`src/rtl/tmds_pkg.sv`:
```
package tmds_pkg;

    localparam int BYTE_W = 8;
    localparam int SYM_W  = 10;
    localparam int HALF   = BYTE_W / 2;

    typedef struct packed {
        logic              xor_used;
        logic [BYTE_W-1:0] bits;
    } min_word_t;

    typedef enum logic [1:0] {
        CT_00 = 2'b00,
        CT_01 = 2'b01,
        CT_10 = 2'b10,
        CT_11 = 2'b11
    } ctl_sel_e;

    function automatic logic [3:0] ones8(input logic [BYTE_W-1:0] v);
        logic [3:0] n;
        n = '0;
        for (int i = 0; i < BYTE_W; i++) n = n + {3'b000, v[i]};
        return n;
    endfunction

    function automatic logic pick_xnor(input logic [BYTE_W-1:0] v);
        logic [3:0] n;
        n = ones8(v);
        return (n > 4'(HALF)) || ((n == 4'(HALF)) && !v[0]);
    endfunction

    function automatic logic [SYM_W-1:0] ctrl_token(input logic [1:0] c);
        logic [SYM_W-1:0] t;
        case (ctl_sel_e'(c))
            CT_00:   t = 10'b1101010100;
            CT_01:   t = 10'b0010101011;
            CT_10:   t = 10'b0101010100;
            default: t = 10'b1010101011;
        endcase
        return t;
    endfunction

endpackage

```
`src/rtl/tmds_min_stage.sv`:
```
module tmds_min_stage
    import tmds_pkg::*;
(
    input  logic [BYTE_W-1:0] din,
    output min_word_t         mw
);
    logic              use_xnor;
    logic [BYTE_W-1:0] chain;

    assign use_xnor = pick_xnor(din);
    assign chain[0] = din[0];

    for (genvar i = 1; i < BYTE_W; i++) begin : g_chain
        assign chain[i] = use_xnor ? ~(chain[i-1] ^ din[i]) : (chain[i-1] ^ din[i]);
    end

    assign mw.xor_used = ~use_xnor;
    assign mw.bits     = chain;
endmodule

```
`src/rtl/tmds_bal_stage.sv`:
```
module tmds_bal_stage
    import tmds_pkg::*;
#(
    parameter int DISP_W = 5
) (
    input  min_word_t                 mw,
    input  logic signed [DISP_W-1:0]  disp_q,
    output logic [SYM_W-1:0]          sym_d,
    output logic signed [DISP_W-1:0]  disp_d
);
    localparam logic [DISP_W-1:0] TWO   = DISP_W'(2);
    localparam logic [DISP_W-1:0] EIGHT = DISP_W'(BYTE_W);

    logic [3:0]               n1;
    logic [DISP_W-1:0]        n1_ext;
    logic signed [DISP_W-1:0] bal;
    logic                     even_split;
    logic                     disp_zero;
    logic                     disp_neg;
    logic                     bal_pos;
    logic                     bal_neg;
    logic                     flip;

    always_comb begin
        n1         = ones8(mw.bits);
        n1_ext     = {{(DISP_W-4){1'b0}}, n1};
        bal        = (n1_ext << 1) - EIGHT;
        even_split = (n1 == 4'(HALF));
        disp_zero  = (disp_q == '0);
        disp_neg   = disp_q[DISP_W-1];
        bal_neg    = bal[DISP_W-1];
        bal_pos    = !bal_neg && (bal != '0);
        flip       = (!disp_neg && bal_pos) || (disp_neg && bal_neg);

        if (disp_zero || even_split) begin
            if (mw.xor_used) begin
                sym_d  = {1'b0, 1'b1, mw.bits};
                disp_d = disp_q + bal;
            end else begin
                sym_d  = {1'b1, 1'b0, ~mw.bits};
                disp_d = disp_q - bal;
            end
        end else if (flip) begin
            sym_d  = {1'b1, mw.xor_used, ~mw.bits};
            disp_d = disp_q + (mw.xor_used ? TWO : '0) - bal;
        end else begin
            sym_d  = {1'b0, mw.xor_used, mw.bits};
            disp_d = disp_q - (mw.xor_used ? '0 : TWO) + bal;
        end
    end
endmodule

```
`src/rtl/tmds_video_enc.sv`:
```
module tmds_video_enc
    import tmds_pkg::*;
#(
    parameter int DISP_W = 5
) (
    input  logic                 clk,
    input  logic                 rst,
    input  logic                 de,
    input  logic [1:0]           ctrl,
    input  logic [BYTE_W-1:0]    din,
    output logic [SYM_W-1:0]     sym
);
    min_word_t                mw;
    logic [SYM_W-1:0]         sym_d;
    logic [SYM_W-1:0]         sym_q;
    logic signed [DISP_W-1:0] disp_q;
    logic signed [DISP_W-1:0] disp_d;

    tmds_min_stage u_min (
        .din (din),
        .mw  (mw)
    );

    tmds_bal_stage #(.DISP_W(DISP_W)) u_bal (
        .mw     (mw),
        .disp_q (disp_q),
        .sym_d  (sym_d),
        .disp_d (disp_d)
    );

    always_ff @(posedge clk) begin
        if (rst) begin
            sym_q  <= ctrl_token(2'b00);
            disp_q <= '0;
        end else if (de) begin
            sym_q  <= sym_d;
            disp_q <= disp_d;
        end else begin
            sym_q  <= ctrl_token(ctrl);
            disp_q <= '0;
        end
    end

    assign sym = sym_q;
endmodule

```
`config.mk`:
```
export PLATFORM = sky130hd
export DESIGN_NAME = tmds_video_enc
export DESIGN_NICKNAME = d
export VERILOG_FILES = /design/src/rtl/tmds_pkg.sv /design/src/rtl/tmds_min_stage.sv /design/src/rtl/tmds_bal_stage.sv /design/src/rtl/tmds_video_enc.sv
export SDC_FILE = /design/constraint.sdc
export NUM_CORES = 1
export LEC_CHECK = 0
export ABC_AREA = 1
export BUFFER_PORTS_ARGS = -buffer_cell sky130_fd_sc_hd__buf_2
export CAP_MARGIN = 20
export CORE_MARGIN = 2
export CORE_UTILIZATION = 40
export CTS_BUF_LIST = sky130_fd_sc_hd__clkbuf_4 sky130_fd_sc_hd__clkbuf_8 sky130_fd_sc_hd__clkbuf_16
export CTS_CLUSTER_SIZE = 25
export DETAILED_ROUTE_END_ITERATION = 10
export SYNTH_ARGS = -nofsm -noshare
export SYNTH_HDL_FRONTEND = slang
export SYNTH_SLANG_ARGS = --single-unit
```
`constraint.sdc`:
```
create_clock -name clk -period 18.5 [get_ports clk]
set_clock_uncertainty 0.05 [all_clocks]
set_input_delay 3.7 -clock clk [delete_from_list [all_inputs] [get_ports clk]]
set_output_delay 3.7 -clock clk [all_outputs]
set_load 0.05 [all_outputs]
```
==> summary.md <==
| Metric | Value |
|---|---|
| Vias in the first global route | 1332 |
| Post_cts resized | 0 |
| Setup_tns | 0 ps |
| Relative slew margins | 0.5616 |
| Die H | 71.88 um |
| Simple-Gate Fraction of Synth Area | 0.2132 |
| Slew @ Worst Pin | 656.0 ps |
| Num CTS Buffers | 3 |
| Clock latency on the worst-skew pair | 240 ps |
| R2R Setup Slk | 16210 ps |
| Syn_area_per_cell | 8.155 um^2 |
| CTS sink cnt | 14 |
| Hold Crit Depth | 3 |
| Slowest cell on crit path | fa_1 |
| Reg clk slew, reported paths | 60 ps |
| Slew Viols, Final | 0 |
| Yosys reg bits | 14 |
| Commonest non-fill, non-tap cells in the layout | 37 x inv_1, 29 x nand2_1, 22 x buf_2 |
| First-pass GRT wire length | 6.168 mm |
| DRC Markers | 0 |
| Post-CTS Setup Bufs | 0 |
| FILL cells | 430 |
| Worst setup EP type | register |
| CTS Buffer Depth | 2 |
| Worst Path Max Fanout | 14 |
| # rows | 24 |
| Final setup fails | 0 |
| Die X-Extent | 71.88 um |
| Syn_nets | 274 |
| Tcrit/Tclk final | 0.6028 |
| Grt ovf | 0 |
| Seq/Total Area, Yosys | 0.1521 |
| Final #Nets | 298 |
| RSZ-0062 raised after global routing | false |
| CP startpoint kind | input pin |
| Worst Path Arrival | 11230 ps |
| Hold crit path type | register to register |
| Routed vias | 1451 |
| CTS Hold Buffers Added | 0 |
| Placer congestion estimate | 0.7991 |
| F_max | 0.08967 GHz |
| H-tree depth | 1 |
| Vias per cell | 4.821 |
| Crit path kind | input pin to register |
| GRT Overall Usage | 0.1502 |
| Initial antenna violation count | 0 |
| Count of cell types in the netlist | 35 |
| Synth-to-Final Area Change | 11.61% |
| Compound-cell area share of the yosys netlist | 0.1358 |
| Synth Area in Adders | 0.2946 |
| Post-synthesis mux area share | 0 |
| Main combinational cell family by area after synthesis | adder cells |
| IO Port Bufs | 22 |
| Status | completed |
| Largest net degree at the start of global routing | 15 |
| Reg-to-reg critical path startpoint | disp_q[2] |
| Layout cell share with drive strength beyond 1 | 0.2048 |
| Avg WL per Cell | 11.80 um |
| Sequential cell area | 280.3 um^2 |
| Hold EP | disp_q[4] |
| Pre-antenna DRT Iters | 4 |
| Synth warn | 0 |
| Cell mode on critical path | fa_1 |
| Core outline area | 4384 um^2 |
| FF-to-FF End | disp_q[4] |
| Post-synth top flop | dfxtp_1 |
| Diode count | 0 |
| Iter 0 DRT Violations | 102 |
| Crit-path max cell delay | 500 ps |
| Die ar. | 5167 um^2 |
| Tmin final | 11150 ps |
| Antenna viol nets, final | 0 |
| Starting Density | 0.4204 |
| Multi-input logic area | 1379 um^2 |
| Post-DP HPWL | 3.098 mm |
| Synth Instances | 226 |
| Root Driver | clkbuf_8 |
| Mapped Area | 1843 um^2 |
| Post-Route WL | 3.551 mm |
| EDFF count, synth | 0 |
| Async S/R FF share, synth | 0 |
| Hold Crit Start | disp_q[4] |
| Post-Synth XOR/XNOR Area | 0.1045 |
| Most common cell after layout, fill and taps aside | inv_1 |
| Endpoints failing hold | 0 |
| CTS tree | yes |
| R2R depth | 12 |
| Max-cap violations | 0 |
| CP required | 18570 ps |
| Ports | 23 |
-- routing by layer --
layer  GRT usage  routed length [um]  vias to the layer above
met4     0.05870                  58                        0
li1            -                   -                      779
met2      0.2181                1509                       33
met5           0                   0                        -
met3    0.008439                 140                        4
met1      0.2320                1843                      635
-- worst max-delay path: cells and delay by family --
kind | cells | cell delay, ps
fa+ha+maj | 12 | 5000
simple gates | 3 | 530
compound gates | 6 | 1120
xor+xnor | 2 | 460
buf+inv | 6 | 420
-- cell type report --
type / instances / area share
repair buffers: 22 / 0.05353
clock buffers: 4 / 0.02676
multi-input cells: 168 / 0.6703
well taps: 52 / 0.03163
flip-flops and latches: 14 / 0.1363
inverters: 41 / 0.08151
-- flip-flops by register name, indices dropped and copies added, names as in the netlist --
name and flops:
sym 10, disp_q 4
-- stage by stage --
stage	hold WS, ps	area, um^2	util	setup slack [ps]	std cells
floorplan	554.0	1843	-	7860	226
global route	650.1	2057	0.4692	6855	301
CTS	612.5	2057	0.4692	7288	301
global placement	594.1	2002	0.4566	7179	297
detailed placement	602.2	2002	0.4566	7046	297
finish	611.9	2057	0.4692	7348	301
-- synthesized netlist by cell type, types with 2 or more instances --
| cell | instances | area [um^2] |
|---|---|---|
| o211ai_1 | 2 | 15.01 |
| xor2_1 | 9 | 78.83 |
| o21ai_0 | 9 | 45.04 |
| xnor2_1 | 4 | 35.03 |
| inv_1 | 37 | 138.9 |
| nand3_2 | 10 | 100.1 |
| nand2_1 | 29 | 108.9 |
| ha_1 | 21 | 262.8 |
| nand4_1 | 2 | 12.51 |
| nand2_4 | 3 | 33.78 |
| nand3_1 | 10 | 50.05 |
| a21oi_1 | 10 | 50.05 |
| nor2_1 | 12 | 45.04 |
| inv_2 | 2 | 7.510 |
| fa_1 | 14 | 280.3 |
| dfxtp_1 | 14 | 280.3 |
| o31ai_1 | 2 | 15.01 |
| a31oi_1 | 2 | 12.51 |
| nand2_2 | 3 | 18.77 |
| o21ai_1 | 16 | 80.08 |
-- worst max path at each step --
stage                       from        end  slack, ps  cells past startpoint
after floorplan           din[0]  disp_q[4]       7860                     29
after global placement    din[0]  disp_q[4]       7180                     29
after detailed placement  din[0]  disp_q[4]       7050                     29
after CTS                 din[0]  disp_q[4]       7290                     29
after global routing      din[0]  disp_q[4]       6850                     29
final                     din[0]  disp_q[4]       7350                     29
-- cells by family (layout without fill, tap and decap cells) --
kind of cell    after synthesis  in the layout
simple gates                 71             71
compound gates               45             45
buf+inv                      44             67
fa+ha+maj                    35             35
xor+xnor                     17             17
flops                        14             14
Power is left out: the tool's default activity adds up to more than one toggle a clock period on the data nets, which glitch-free logic cannot reach.
